$ cat config.mk
export PLATFORM = sky130hd
export DESIGN_NAME = swire_master
export DESIGN_NICKNAME = d
export VERILOG_FILES = /design/src/rtl/swire_pkg.sv /design/src/rtl/swire_ctrl.sv /design/src/rtl/swire_dp.sv /design/src/rtl/swire_master.sv
export SDC_FILE = /design/constraint.sdc
export NUM_CORES = 1
export LEC_CHECK = 0
export ABC_AREA = 1
export BUFFER_PORTS_ARGS = -buffer_cell sky130_fd_sc_hd__buf_2
export CORE_ASPECT_RATIO = 1.75
export CORE_MARGIN = 1.5
export CORE_UTILIZATION = 35
export DETAILED_ROUTE_END_ITERATION = 8
export GPL_TIMING_DRIVEN = 1
export PLACE_DENSITY_LB_ADDON = 0.1
export SLEW_MARGIN = 20
export SYNTH_ARGS = -nofsm -noshare
export SYNTH_HDL_FRONTEND = slang
export SYNTH_SLANG_ARGS = --single-unit
$ cat constraint.sdc
create_clock -name clk -period 1.67 [get_ports clk]
set_input_delay 0.0835 -clock clk [delete_from_list [all_inputs] [get_ports clk]]
set_output_delay 0.0835 -clock clk [all_outputs]
set_load 0.02 [all_outputs]
$ cat src/rtl/swire_pkg.sv
package swire_pkg;

  typedef enum logic [1:0] {
    OP_RESET = 2'b00,
    OP_WRITE = 2'b01,
    OP_READ  = 2'b10,
    OP_NONE  = 2'b11
  } opE;

  typedef struct packed {
    logic loadTx;
    logic setLow;
    logic clrLow;
    logic sampleRx;
    logic shiftTx;
    logic samplePres;
  } strobeT;

endpackage

$ cat src/rtl/swire_ctrl.sv
module swire_ctrl
  import swire_pkg::*;
#(
  parameter int TICK_DIV     = 50,
  parameter int BYTE_W       = 8,
  parameter int RST_LOW_T    = 480,
  parameter int RST_SAMPLE_T = 70,
  parameter int RST_REL_T    = 480,
  parameter int SLOT_T       = 65,
  parameter int W0_LOW_T     = 60,
  parameter int W1_LOW_T     = 6,
  parameter int RD_LOW_T     = 1,
  parameter int RD_SAMPLE_T  = 15
) (
  input  logic       clk,
  input  logic       rstN,
  input  logic       cmdValid,
  input  logic [1:0] cmdOp,
  input  logic       txBit,
  output strobeT     stb,
  output logic       busy,
  output logic       done
);

  localparam int MAX_A = (RST_LOW_T > RST_REL_T) ? RST_LOW_T : RST_REL_T;
  localparam int MAX_T = (MAX_A > SLOT_T) ? MAX_A : SLOT_T;
  localparam int CNT_W = $clog2(MAX_T + 1);
  localparam int DIV_W = (TICK_DIV > 1) ? $clog2(TICK_DIV) : 1;
  localparam int BIT_W = (BYTE_W > 1) ? $clog2(BYTE_W) : 1;

  typedef enum logic [1:0] {S_IDLE, S_RLOW, S_RHIGH, S_SLOT} stateE;

  stateE            state;
  logic [DIV_W-1:0] divCnt;
  logic [CNT_W-1:0] tickCnt;
  logic [BIT_W-1:0] bitCnt;
  logic             isRead;

  logic             tick;
  logic             accept;
  logic [CNT_W-1:0] lowEnd;
  logic             slotEnd;
  logic             lastBit;

  assign tick    = (divCnt == DIV_W'(TICK_DIV - 1));
  assign accept  = (state == S_IDLE) && cmdValid && (opE'(cmdOp) != OP_NONE);
  assign lowEnd  = isRead ? CNT_W'(RD_LOW_T) : (txBit ? CNT_W'(W1_LOW_T) : CNT_W'(W0_LOW_T));
  assign slotEnd = (state == S_SLOT) && tick && (tickCnt == CNT_W'(SLOT_T - 1));
  assign lastBit = (bitCnt == BIT_W'(BYTE_W - 1));
  assign busy    = (state != S_IDLE);

  always_comb begin
    stb            = '0;
    stb.loadTx     = accept && (opE'(cmdOp) == OP_WRITE);
    stb.setLow     = accept || (slotEnd && !lastBit);
    stb.clrLow     = tick && (((state == S_RLOW) && (tickCnt == CNT_W'(RST_LOW_T - 1))) ||
                              ((state == S_SLOT) && (tickCnt == lowEnd - CNT_W'(1))));
    stb.samplePres = (state == S_RHIGH) && tick && (tickCnt == CNT_W'(RST_SAMPLE_T - 1));
    stb.sampleRx   = (state == S_SLOT) && isRead && tick && (tickCnt == CNT_W'(RD_SAMPLE_T - 1));
    stb.shiftTx    = slotEnd && !isRead;
  end

  always_ff @(posedge clk or negedge rstN) begin
    if (!rstN) begin
      state   <= S_IDLE;
      divCnt  <= '0;
      tickCnt <= '0;
      bitCnt  <= '0;
      isRead  <= 1'b0;
      done    <= 1'b0;
    end else begin
      done <= 1'b0;
      if (state == S_IDLE) begin
        if (accept) begin
          divCnt  <= '0;
          tickCnt <= '0;
          bitCnt  <= '0;
          isRead  <= (opE'(cmdOp) == OP_READ);
          state   <= (opE'(cmdOp) == OP_RESET) ? S_RLOW : S_SLOT;
        end
      end else begin
        divCnt <= tick ? '0 : divCnt + DIV_W'(1);
        if (tick) begin
          tickCnt <= tickCnt + CNT_W'(1);
          unique case (state)
            S_RLOW: if (tickCnt == CNT_W'(RST_LOW_T - 1)) begin
              tickCnt <= '0;
              state   <= S_RHIGH;
            end
            S_RHIGH: if (tickCnt == CNT_W'(RST_REL_T - 1)) begin
              tickCnt <= '0;
              state   <= S_IDLE;
              done    <= 1'b1;
            end
            S_SLOT: if (tickCnt == CNT_W'(SLOT_T - 1)) begin
              tickCnt <= '0;
              if (lastBit) begin
                state <= S_IDLE;
                done  <= 1'b1;
              end else begin
                bitCnt <= bitCnt + BIT_W'(1);
              end
            end
            default: state <= S_IDLE;
          endcase
        end
      end
    end
  end

  // completion is only signalled once the engine is idle again
  a_r7_done_idle: assert property (@(posedge clk) disable iff (!rstN)
    done |-> !busy);

  // the slot counter never runs past its period or the byte length
  a_r3_slot_bound: assert property (@(posedge clk) disable iff (!rstN)
    (state == S_SLOT) |-> (tickCnt < CNT_W'(SLOT_T)) && (int'(bitCnt) < BYTE_W));

  // a busy engine stays busy or finishes, never re-accepts
  a_r8_no_restart: assert property (@(posedge clk) disable iff (!rstN)
    (busy && cmdValid) |=> (busy || done));

endmodule

$ cat src/rtl/swire_dp.sv
module swire_dp
  import swire_pkg::*;
#(
  parameter int BYTE_W = 8,
  parameter int SYNC_N = 2
) (
  input  logic              clk,
  input  logic              rstN,
  input  strobeT            stb,
  input  logic [BYTE_W-1:0] txData,
  input  logic              busIn,
  output logic              pullDn,
  output logic              txBit,
  output logic [BYTE_W-1:0] rdData,
  output logic              presence
);

  logic [SYNC_N-1:0] syncQ;
  logic              busSync;
  logic [BYTE_W-1:0] shReg;

  always_ff @(posedge clk or negedge rstN) begin
    if (!rstN) syncQ <= '1;
    else       syncQ <= {syncQ[SYNC_N-2:0], busIn};
  end
  assign busSync = syncQ[SYNC_N-1];

  always_ff @(posedge clk or negedge rstN) begin
    if (!rstN) begin
      pullDn   <= 1'b0;
      shReg    <= '0;
      presence <= 1'b0;
    end else begin
      if (stb.setLow)      pullDn <= 1'b1;
      else if (stb.clrLow) pullDn <= 1'b0;

      if (stb.loadTx)        shReg <= txData;
      else if (stb.sampleRx) shReg <= {busSync, shReg[BYTE_W-1:1]};
      else if (stb.shiftTx)  shReg <= {1'b0, shReg[BYTE_W-1:1]};

      if (stb.samplePres) presence <= ~busSync;
    end
  end

  assign txBit  = shReg[0];
  assign rdData = shReg;

  // a read bit is taken only while the master has let go of the wire
  a_r4_sample_released: assert property (@(posedge clk) disable iff (!rstN)
    stb.sampleRx |-> !pullDn);

  // the presence sample is taken with the wire released
  a_r2_pres_released: assert property (@(posedge clk) disable iff (!rstN)
    stb.samplePres |-> !pullDn);

  // the wire is released when a write slot closes
  a_r5_recovery: assert property (@(posedge clk) disable iff (!rstN)
    stb.shiftTx |-> !pullDn);

endmodule

$ cat src/rtl/swire_master.sv
module swire_master
  import swire_pkg::*;
#(
  parameter int TICK_DIV     = 50,
  parameter int RST_LOW_T    = 480,
  parameter int RST_SAMPLE_T = 70,
  parameter int RST_REL_T    = 480,
  parameter int SLOT_T       = 65,
  parameter int W0_LOW_T     = 60,
  parameter int W1_LOW_T     = 6,
  parameter int RD_LOW_T     = 1,
  parameter int RD_SAMPLE_T  = 15
) (
  input  logic       clk,
  input  logic       rstN,
  input  logic       cmdValid,
  input  logic [1:0] cmdOp,
  input  logic [7:0] cmdData,
  output logic       busy,
  output logic       done,
  output logic       presence,
  output logic [7:0] rdData,
  output logic       busDriveN,
  input  logic       busIn
);

  localparam int BYTE_W = 8;

  strobeT stb;
  logic   txBit;
  logic   pullDn;

  swire_ctrl #(
    .TICK_DIV(TICK_DIV), .BYTE_W(BYTE_W),
    .RST_LOW_T(RST_LOW_T), .RST_SAMPLE_T(RST_SAMPLE_T), .RST_REL_T(RST_REL_T),
    .SLOT_T(SLOT_T), .W0_LOW_T(W0_LOW_T), .W1_LOW_T(W1_LOW_T),
    .RD_LOW_T(RD_LOW_T), .RD_SAMPLE_T(RD_SAMPLE_T)
  ) u_ctrl (
    .clk(clk), .rstN(rstN), .cmdValid(cmdValid), .cmdOp(cmdOp),
    .txBit(txBit), .stb(stb), .busy(busy), .done(done)
  );

  swire_dp #(.BYTE_W(BYTE_W), .SYNC_N(2)) u_dp (
    .clk(clk), .rstN(rstN), .stb(stb), .txData(cmdData), .busIn(busIn),
    .pullDn(pullDn), .txBit(txBit), .rdData(rdData), .presence(presence)
  );

  assign busDriveN = ~pullDn;

  // the wire is only ever driven while an operation runs
  a_r1_drive_busy: assert property (@(posedge clk) disable iff (!rstN)
    !busDriveN |-> busy);

endmodule

==> results of run 1 <==
==> timing repair <==
action / 4_1_cts / 5_1_grt
hold buffers: 2 / 0
pin swaps: 0 / 6
hold endpoints to repair: 18 / 0
buffers inserted: 0 / 5
gates resized for setup: 5 / 20
setup endpoints to repair: 11 / 24
cloned: 0 / 2
==> final timing paths <==
check / start / endpoint
max reg2reg: u_ctrl.divCnt[1] / u_ctrl.tickCnt[0]
min reg2reg: u_dp.syncQ[0] / u_dp.syncQ[1]
min: cmdValid / u_ctrl.isRead
min in group asynchronous: rstN / u_ctrl.tickCnt[3]
max in group asynchronous: rstN / u_dp.syncQ[0]
max: u_ctrl.divCnt[1] / u_ctrl.tickCnt[0]
==> cells in the mapped netlist <==
master     instances
nand3_4            1
nand3_2            3
a21boi_0           1
and3_1             1
nor2_4             2
o21ai_0           12
nor2_2             2
xnor2_1            1
a21oi_1            8
nand2_2            2
a21oi_4            1
or2_2              1
nor2_1            18
xor2_1             3
dfstp_2            2
inv_4              1
buf_2              3
buf_4              2
nand3b_1           1
o21a_1             1
nand2_4            2
nor3_2             1
dfrtp_1           32
inv_2              1
inv_1             30
buf_6              1
nor3_1             3
o22ai_1            2
o2111ai_1          1
nand2_1           97
nand3_1           29
nand4_1           14
ha_1              13
==> routing by layer <==
metal	routed length [um]	vias to the layer above	part of all wire, %	GRT usage (%)
met5	0	-	0	0
met4	215	0	3.6	10.63
met3	120	14	2.0	3.138
met2	3234	27	55	34.80
met1	2324	960	39	18.77
li1	-	1059	-	-
==> stage by stage <==
stage / power, mW / cells / area, um2 / hold WS (ns)
floorplan: 2.454 / 292 / 2195 / -0.2121
global placement: 3.057 / 408 / 2519 / 0.05408
detailed placement: 3.052 / 408 / 2519 / 0.05411
CTS: 3.755 / 418 / 2651 / 0.09398
global route: 4.216 / 425 / 2778 / 0.1236
finish: 3.859 / 425 / 2778 / 0.1090
==> cell type report <==
| cell class | instances | area, um2 |
|---|---|---|
| clock buffers | 7 | 86.33 |
| repair buffers | 49 | 322.8 |
| flip-flops and latches | 34 | 855.8 |
| inverters | 32 | 127.6 |
| fillers | 634 | 3356 |
| well taps | 80 | 100.1 |
| multi-input cells | 222 | 1280 |
| clock inverters | 1 | 5.005 |
==> worst min-delay path, stage by stage <==
cell,delay [ns]
buf_2,0.08
nand2_2,0.06
nor2_1,0.09
a21oi_1,0.05
==> state kept, by name, indices dropped and copies added, names as in the netlist, 2 cells and up <==
register	cells
u_ctrl.bitCnt	3
u_ctrl.state	2
u_ctrl.tickCnt	9
u_ctrl.divCnt	6
u_dp.syncQ	2
u_dp.rdData	8
==> cells by family (layout without fill, tap and decap cells) <==
kind of cell / after synthesis / in the layout
and+or+nand+nor: 177 / 179
adders and majority gates: 13 / 13
AOI/OAI and AO/OA: 26 / 26
buffers and inverters: 38 / 89
xor gates and xnor gates: 4 / 4
DFF: 34 / 34
==> power breakdown <==
part	internal [mW]	switching, mW	total (mW)	leakage [nW]
Sequential	1.06	0.220	1.28	0.440
Combinational	0.791	1.15	1.94	0.938
Clock	0.332	0.308	0.640	0.0482
==> results.sh, run 1 <==
export IMPL_path_depth=10
export IMPL_grt_pass1_wl_um=9549
export IMPL_p_per_area_nw_per_um2=1389
export IMPL_drive_above_1_share_pct=26.09
export IMPL_synth_top_family_by_area="simple AND/OR/NAND/NOR gates"
export IMPL_nets=371
export IMPL_status="finished, final reports clean"
export IMPL_die_h_um=107.8
export IMPL_ios=26
export IMPL_ctsHtreeMaxLevel=2
export IMPL_dp_hpwl_um=4399
export IMPL_dieArea_um2=6773
export IMPL_track_usage_pct=18.50
export IMPL_crit_chain="inv_2 -> ha_2 -> nand2_1 -> nor2_4 -> nand2_4 -> nand2_8 -> inv_1 -> nor2_1 -> nand2_1 -> nand2_1"
export IMPL_ys_ff_latch=34
export IMPL_post_route_drc_count=0
export IMPL_fin_ws_ns=0.08023
export IMPL_cp_top_family="simple AND/OR/NAND/NOR gates"
export IMPL_synthAdderAreaFrac_pct=7.412
export IMPL_critPathRequiredTime_ns=1.90
export IMPL_synth_cell_area_um2=2195
export IMPL_worst_r2r_cell_count=10
export IMPL_cts_tree="built"
export IMPL_setup_viol_count_final=0
export IMPL_numCtsBuffers=5
export IMPL_grt_pass1_vias=2079
export IMPL_cp_end_kind="register"
export IMPL_vias=2060
export IMPL_ys_top_cells_by_area="dfrtp_1 (36%), nand2_1 (17%), ha_1 (7.4%)"
export IMPL_cpPeakStageDelay_ns=0.41
export IMPL_clk_latency_ns=0.30
export IMPL_crit_fanout=8
export IMPL_mostFrequentLayoutCells="nand2_1 (95), dfrtp_1 (30), nand3_1 (28)"
export IMPL_startpoint_type="register"
export IMPL_synth_mux_area_share_pct=0
export IMPL_numClockSinks=34
export IMPL_slew_headroom_pct=69.96
export IMPL_holdPathStages=4
export IMPL_vias_per_cell=4.847
export IMPL_clockBufferDepth=2
export IMPL_synth_compound_area_share_pct=6.956
export IMPL_fin_crit_sh_pct=95.20
export IMPL_yosysTopAreaCellShare_pct=36.49
export IMPL_yosysSeqAreaShare_pct=38.88
export IMPL_cpMostUsedCell="nand2_1"
export IMPL_die_w_um=62.86
export IMPL_clockRootBuffer="clkbuf_8"
export IMPL_rrSetupSlack_ns=0.08
export IMPL_numPortBuffers=25
export IMPL_drt_iter0_drc=92
export IMPL_maxCapViolCount=0
export IMPL_wl_per_cell_um=13.87
export IMPL_critical_path_class="reg -> reg"
export IMPL_final_hold_viol_count=0
export IMPL_tns_ns=0
export IMPL_fin_skew_ns=0.005433
export IMPL_overflow=0
export IMPL_design_core_area_um2=6133
export IMPL_clkTransAtPathRegs_ns=0.07
export IMPL_period_needed_ns=1.590
export IMPL_num_antenna_cells=0
export IMPL_hp_class="in -> reg"
export IMPL_leakage_nw=1.426
export IMPL_syn_inst=292
export IMPL_rows=38
export IMPL_worst_path_buf_inv=2
export IMPL_wl_um=5895
export IMPL_ys_types=33
export IMPL_place_congestion=0.8912
export IMPL_fmax_mhz=629.0
export IMPL_synth_simple_gate_area_share_pct=37.69
export IMPL_utilization_pct=45.29
export IMPL_final_common_cell="nand2_1"
export IMPL_rsz0062_at_grt="yes"
export IMPL_avgSynthCellArea_um2=7.516
export IMPL_slew_violations=0
export IMPL_antenna_found_initial=0
export IMPL_worstPathArrival_ns=1.82
export IMPL_synthXorXnorAreaFrac_pct=1.596
export IMPL_start_util_pct=35.78
export IMPL_yosys_area_top_type="dfrtp_1"
export IMPL_slowest_stage="dfrtp_1"
export IMPL_syn_nets=319
export IMPL_firstDrtPassIters=4
export IMPL_area_growth_synth_to_final_pct=26.57
export IMPL_worstMarginPinSlew_ns=0.4506
export IMPL_yosys_warnings=0
export IMPL_antenna_left=0
export IMPL_ir_worst_vdd_v=0.0005408
export IMPL_dp_slack_ns=0.003343
export IMPL_grt_max_degree=19
Power figures use the tool's default switching activity.
==> run 2: changes to the inputs <==
SYNTH_HIERARCHICAL = 1   (was default)
==> results.sh, run 2 <==
export IMPL_cp_end_kind="register"
export IMPL_syn_inst=284
export IMPL_wl_per_cell_um=13.38
export IMPL_num_antenna_cells=0
export IMPL_critical_path_class="reg -> reg"
export IMPL_place_congestion=0.8754
export IMPL_grt_pass1_wl_um=9522
export IMPL_period_needed_ns=1.594
export IMPL_cts_tree="built"
export IMPL_startpoint_type="register"
export IMPL_ctsHtreeMaxLevel=2
export IMPL_yosysMostFrequentCell="nand2_1"
export IMPL_clkTransAtPathRegs_ns=0.07
export IMPL_dp_hpwl_um=4156
export IMPL_wl_um=5658
export IMPL_synth_top_family_by_area="simple AND/OR/NAND/NOR gates"
export IMPL_worstMarginPinSlew_ns=0.4479
export IMPL_rsz0062_at_grt="yes"
export IMPL_largest_reg_flops=9
export IMPL_numCtsBuffers=5
export IMPL_synthAdderAreaFrac_pct=6.912
export IMPL_slowest_stage="dfrtp_1"
export IMPL_fmax_mhz=627.5
export IMPL_place_area_um2=2511
export IMPL_area_growth_synth_to_final_pct=32.09
export IMPL_synth_compound_area_share_pct=8.929
export IMPL_design_core_area_um2=5926
export IMPL_ir_worst_vdd_v=0.0007110
export IMPL_cp_top_family="simple AND/OR/NAND/NOR gates"
export IMPL_grt_max_degree=35
export IMPL_start_util_pct=36.66
export IMPL_yosysSeqAreaShare_pct=39.29
export IMPL_critPathRequiredTime_ns=1.90
export IMPL_rrSetupSlack_ns=0.08
export IMPL_numClockSinks=34
export IMPL_final_common_cell="nand2_1"
export IMPL_final_hold_viol_count=0
export IMPL_die_w_um=62.55
export IMPL_hp_class="in -> reg"
export IMPL_worst_r2r_cell_count=12
export IMPL_grt_pass1_vias=2016
export IMPL_r2r_end="u_ctrl/bitCnt[2]"
export IMPL_clockBufferDepth=2
export IMPL_fin_crit_sh_pct=95.43
export IMPL_synthXorXnorAreaFrac_pct=2.419
export IMPL_p_per_area_nw_per_um2=1402
export IMPL_fin_area_um2=2869
export IMPL_crit_fanout=4
export IMPL_track_usage_pct=18.31
export IMPL_nFillCells=628
export IMPL_fin_skew_ns=0.006317
export IMPL_async_flop_share_pct=100.0
export IMPL_yosys_area_top_type="dfrtp_1"
export IMPL_synth_common_cells="nand2_1 (91), dfrtp_1 (32), nor2_1 (25)"
export IMPL_setup_viol_count_final=0
export IMPL_drt_iter0_drc=82
export IMPL_antenna_left=0
export IMPL_yosysTopAreaCellShare_pct=36.87
export IMPL_rr_startpoint="u_ctrl/divCnt[1]"
export IMPL_holdPathStages=5
export IMPL_ios=26
export IMPL_antenna_found_initial=0
export IMPL_firstDrtPassIters=4
export IMPL_fin_ws_ns=0.07630
export IMPL_synth_mux_area_share_pct=0
export IMPL_overflow=0
export IMPL_avgSynthCellArea_um2=7.648
export IMPL_syn_nets=310
export IMPL_mostFrequentLayoutCells="nand2_1 (85), dfrtp_1 (32), buf_2 (25)"
export IMPL_worst_path_buf_inv=5
export IMPL_slew_violations=0
export IMPL_ys_top_cells_by_area="dfrtp_1 (37%), nand2_1 (16%), ha_1 (6.9%)"
export IMPL_worstHoldEndpoint="u_dp/rdData[7]"
export IMPL_numPortBuffers=25
export IMPL_rows=37
export IMPL_nets=370
export IMPL_die_h_um=107.2
export IMPL_crit_chain="inv_2 -> ha_4 -> inv_2 -> nor2_4 -> nand2_4 -> buf_8 -> nand2_8 -> inv_6 -> nor3_4 -> buf_4 -> nand3b_1 -> nand2_1"
export IMPL_slew_headroom_pct=70.14
export IMPL_maxCapViolCount=0
export IMPL_hp_start="cmdData[7]"
export IMPL_vias_per_cell=4.671
export IMPL_synth_edf_count=0
export IMPL_synth_flop_cell="dfrtp_1"
export IMPL_clk_latency_ns=0.29
export IMPL_yosys_warnings=6
export IMPL_clockRootBuffer="clkbuf_8"
export IMPL_cpPeakStageDelay_ns=0.39
export IMPL_vias=1976
export IMPL_post_route_drc_count=0
export IMPL_cpMostUsedCell="inv_2"
export IMPL_drive_above_1_share_pct=34.78
export IMPL_status="finished, final reports clean"
export IMPL_synth_simple_gate_area_share_pct=35.54
export IMPL_ys_types=38
export IMPL_synth_cell_area_um2=2172
export IMPL_dieArea_um2=6706
export IMPL_dp_slack_ns=-0.1781
export IMPL_largest_register="u_ctrl/tickCnt"
export IMPL_ys_ff_latch=34
export IMPL_worstPathArrival_ns=1.82
export IMPL_leakage_nw=1.436
run 2: worst max path at each step:
stage | cells past startpoint | slack (ns) | startpoint | endpoint
final | 12 | 0.08 | u_ctrl/divCnt[1] | u_ctrl/bitCnt[2]
after floorplan | 12 | 0.008 | u_ctrl/divCnt[1] | u_dp/rdData[1]
after global routing | 12 | -0.03 | u_ctrl/divCnt[1] | u_ctrl/bitCnt[2]
after detailed placement | 12 | -0.18 | u_ctrl/divCnt[1] | u_dp/rdData[5]
after global placement | 12 | -0.09 | u_ctrl/divCnt[1] | u_dp/rdData[6]
after CTS | 11 | 0.002 | u_ctrl/divCnt[1] | u_dp/pullDn
run 2: cells by family after synthesis:
kind of cell / count (synthesis)
compound gates: 32
fa+ha+maj: 12
flops: 34
buf+inv: 36
xor+xnor: 6
simple gates: 164
run 2: repair_timing:
item / in CTS / in global routing
hold buffers: 2 / 0
pin swaps: 3 / 15
buffers inserted: 2 / 9
gates cloned: 1 / 0
gates resized for setup: 10 / 38
hold endpoints to repair: 33 / 0
endpoints found under the setup margin: 14 / 29
run 2: power by group:
group | internal (mW) | switching (mW) | leakage [nW]
combinational | 0.890 | 1.24 | 0.945
sequential | 1.04 | 0.213 | 0.442
clock | 0.333 | 0.310 | 0.0482
run 2: worst register-to-register path: cells and delay by family, from the launching register on:
| family | cells | cell delay [ns] |
|---|---|---|
| flops | 1 | 0.39 |
| simple gates | 6 | 0.60 |
| buf+inv | 5 | 0.43 |
| fa+ha+maj | 1 | 0.12 |
run 2: routing by layer:
layer / global-route usage, % / share of wire (%)
met3: 2.204 / 2.4
met5: 0 / 0
met1: 18.98 / 41
met4: 8.254 / 1.9
met2: 35.87 / 55
run 2: cell type report:
type                    instances  area [um2]  area share, %
clock inverters                 1       5.005         0.1744
well taps                      78       97.59          3.402
clock buffers                   7       86.33          3.009
repair buffers                 55       399.1          13.91
multi-input cells             214        1291          45.01
flip-flops and latches         34       853.3          29.74
repair inverters                1       5.005         0.1744
inverters                      33       131.4          4.579
run 2: stage by stage:
| step | setup TNS (ns) | utilization, % | cells | power (mW) | hold WS (ns) |
|---|---|---|---|---|---|
| CTS | 0 | 45.04 | 414 | 3.776 | 0.05950 |
| floorplan | 0 | - | 284 | 2.465 | -0.2121 |
| global placement | -0.7146 | 42.38 | 401 | 3.060 | 0.1483 |
| global route | -0.07372 | 48.42 | 423 | 4.365 | 0.09489 |
| finish | 0 | 48.42 | 423 | 4.023 | 0.06481 |
| detailed placement | -1.304 | 42.38 | 401 | 3.073 | 0.1488 |
==> run 3: changes to the inputs <==
clock period = 2 ns   (was 1.67 ns; I/O delays follow)
==> results.sh, run 3 (synthesized netlist as in run 2, its figures left out) <==
export IMPL_numClockSinks=34
export IMPL_clockRootBuffer="clkbuf_8"
export IMPL_area_growth_synth_to_final_pct=16.88
export IMPL_critPathRequiredTime_ns=2.18
export IMPL_grt_pass1_vias=1910
export IMPL_track_usage_pct=17.43
export IMPL_clk_latency_ns=0.29
export IMPL_startpoint_type="register"
export IMPL_antenna_found_initial=0
export IMPL_netSwitchingFraction_pct=45.38
export IMPL_design_core_area_um2=5926
export IMPL_cp_end_kind="register"
export IMPL_wl_um=5331
export IMPL_r2r_end="u_ctrl/bitCnt[2]"
export IMPL_worstPathArrival_ns=1.90
export IMPL_p_switching_mw=1.350
export IMPL_final_hold_viol_count=0
export IMPL_place_congestion=0.8201
export IMPL_fin_crit_sh_pct=85.94
export IMPL_post_route_drc_count=0
export IMPL_hp_class="in -> reg"
export IMPL_place_area_um2=2424
export IMPL_tns_ns=0
export IMPL_fin_area_um2=2539
export IMPL_dieArea_um2=6706
export IMPL_leakage_nw=1.306
export IMPL_crit_fanout=9
export IMPL_clockPowerShare_pct=18.2
export IMPL_maxCapViolCount=0
export IMPL_p_per_area_nw_per_um2=1172
export IMPL_drive_above_1_share_pct=21.98
export IMPL_holdPathStages=5
export IMPL_ios=26
export IMPL_fin_ws_ns=0.2812
export IMPL_numPortBuffers=25
export IMPL_final_common_cell="nand2_1"
export IMPL_antenna_left=0
export IMPL_drt_iter0_drc=65
export IMPL_ir_worst_vdd_v=0.0005369
export IMPL_hp_start="cmdData[7]"
export IMPL_worstMarginPinSlew_ns=0.7801
export IMPL_p_int_mw=1.625
export IMPL_period_needed_ns=1.719
export IMPL_vias_per_cell=4.691
export IMPL_largest_reg_flops=9
export IMPL_rsz0062_at_grt="no"
export IMPL_grt_max_degree=35
export IMPL_fmax_mhz=581.8
export IMPL_nets=348
export IMPL_wl_per_cell_um=13.29
export IMPL_status="finished, final reports clean"
export IMPL_clkTransAtPathRegs_ns=0.07
export IMPL_largest_register="u_ctrl/tickCnt"
export IMPL_grt_pass1_wl_um=9073
export IMPL_cts_setup_buffers=0
export IMPL_worst_r2r_cell_count=12
export IMPL_slew_headroom_pct=47.99
export IMPL_worstHoldEndpoint="u_dp/rdData[7]"
export IMPL_pwr_share_comb_pct=46.6
export IMPL_rows=37
export IMPL_ctsHtreeMaxLevel=2
export IMPL_setup_viol_count_final=0
export IMPL_pwr_share_seq_pct=35.2
export IMPL_start_util_pct=36.66
export IMPL_dp_slack_ns=0.1606
export IMPL_overflow=0
export IMPL_slew_violations=0
export IMPL_clockBufferDepth=2
export IMPL_die_w_um=62.55
export IMPL_vias=1881
export IMPL_num_antenna_cells=0
export IMPL_mostFrequentLayoutCells="nand2_1 (91), dfrtp_1 (32), buf_2 (25), nor2_1 (25), inv_1 (24)"
export IMPL_dp_hpwl_um=4199
export IMPL_cts_tree="built"
export IMPL_rrSetupSlack_ns=0.28
export IMPL_numCtsBuffers=5
export IMPL_die_h_um=107.2
export IMPL_rr_startpoint="u_ctrl/divCnt[1]"
export IMPL_fin_skew_ns=0.004309
export IMPL_critical_path_class="reg -> reg"
export IMPL_firstDrtPassIters=4
-- run 3: cell count changes in the layout (fill, tap and decap cells not counted), moves of 3 or more --
cell and delta:
ha_1 +5, buf_6 -3, nor2_1 +6, buf_4 -15
nand2_1 +6, inv_2 -5, nor2_4 -5, inv_1 +6
nand2_2 -4, ha_2 -3
-- run 3: worst max-delay path by stage --
stage                        to              from  cells after the start  slack [ns]
2_1_floorplan    u_dp/rdData[1]  u_ctrl/divCnt[1]                     12        0.34
4_1_cts          u_dp/rdData[5]  u_ctrl/divCnt[1]                     12        0.14
3_3_place_gp     u_dp/rdData[6]  u_ctrl/divCnt[1]                     12        0.23
5_1_grt        u_ctrl/bitCnt[2]  u_ctrl/divCnt[1]                     12        0.09
3_5_place_dp     u_dp/rdData[5]  u_ctrl/divCnt[1]                     12        0.16
6_report       u_ctrl/bitCnt[2]  u_ctrl/divCnt[1]                     12        0.28
-- run 3: layout make-up --
type	instances	area, um2
inverters	33	126.4
clock buffers	6	82.58
flip-flops and latches	34	853.3
well taps	78	97.59
fillers	678	3387
clock inverters	2	12.51
repair buffers	34	197.7
multi-input cells	214	1169
-- run 3: power groups by stage --
stage / sequential [mW] / combinational [mW] / clock, mW
after CTS: 1.05 / 1.41 / 0.567
final: 1.05 / 1.39 / 0.543
after detailed placement: 1.06 / 1.40 / 0
after floorplan: 1.09 / 0.966 / 0
after global routing: 1.09 / 1.56 / 0.600
after global placement: 1.06 / 1.40 / 0
-- run 3: worst max-delay path, stage by stage, from the launching register on --
cell and delay [ns]:
dfrtp_1 0.40, inv_1 0.08, ha_1 0.14, inv_1 0.04, nor2_1 0.16, nand2_4 0.06
buf_4 0.16, nand2_8 0.10, inv_4 0.05, nor3_4 0.19, nand2_2 0.10, nand2_1 0.07
nand2_1 0.05
-- run 3: per-stage QoR --
step	power, mW	cells	util [%]	hold WS, ns
floorplan	2.059	284	-	-0.1956
global placement	2.455	391	40.90	0.2074
detailed placement	2.466	391	40.90	0.2112
CTS	3.026	401	42.84	0.08352
global route	3.245	401	42.84	0.09653
finish	2.976	401	42.84	0.08288
-- run 3: what timing repair did --
| item | CTS | global route |
|---|---|---|
| hold buffers | 2 | 0 |
| setup endpoints to repair | 0 | 8 |
| resized for setup | 0 | 1 |
| endpoints found under the hold margin | 33 | 0 |
-- run 3: metal layers --
| metal | part of all wire, % | vias to the layer above | routed length (um) | track usage (%) |
|---|---|---|---|---|
| met4 | 2.7 | 0 | 144 | 7.619 |
| li1 | - | 981 | - | - |
| met3 | 2.6 | 9 | 136 | 2.518 |
| met1 | 39 | 859 | 2092 | 18.10 |
| met2 | 55 | 32 | 2957 | 33.95 |
| met5 | 0 | - | 0 | 0 |
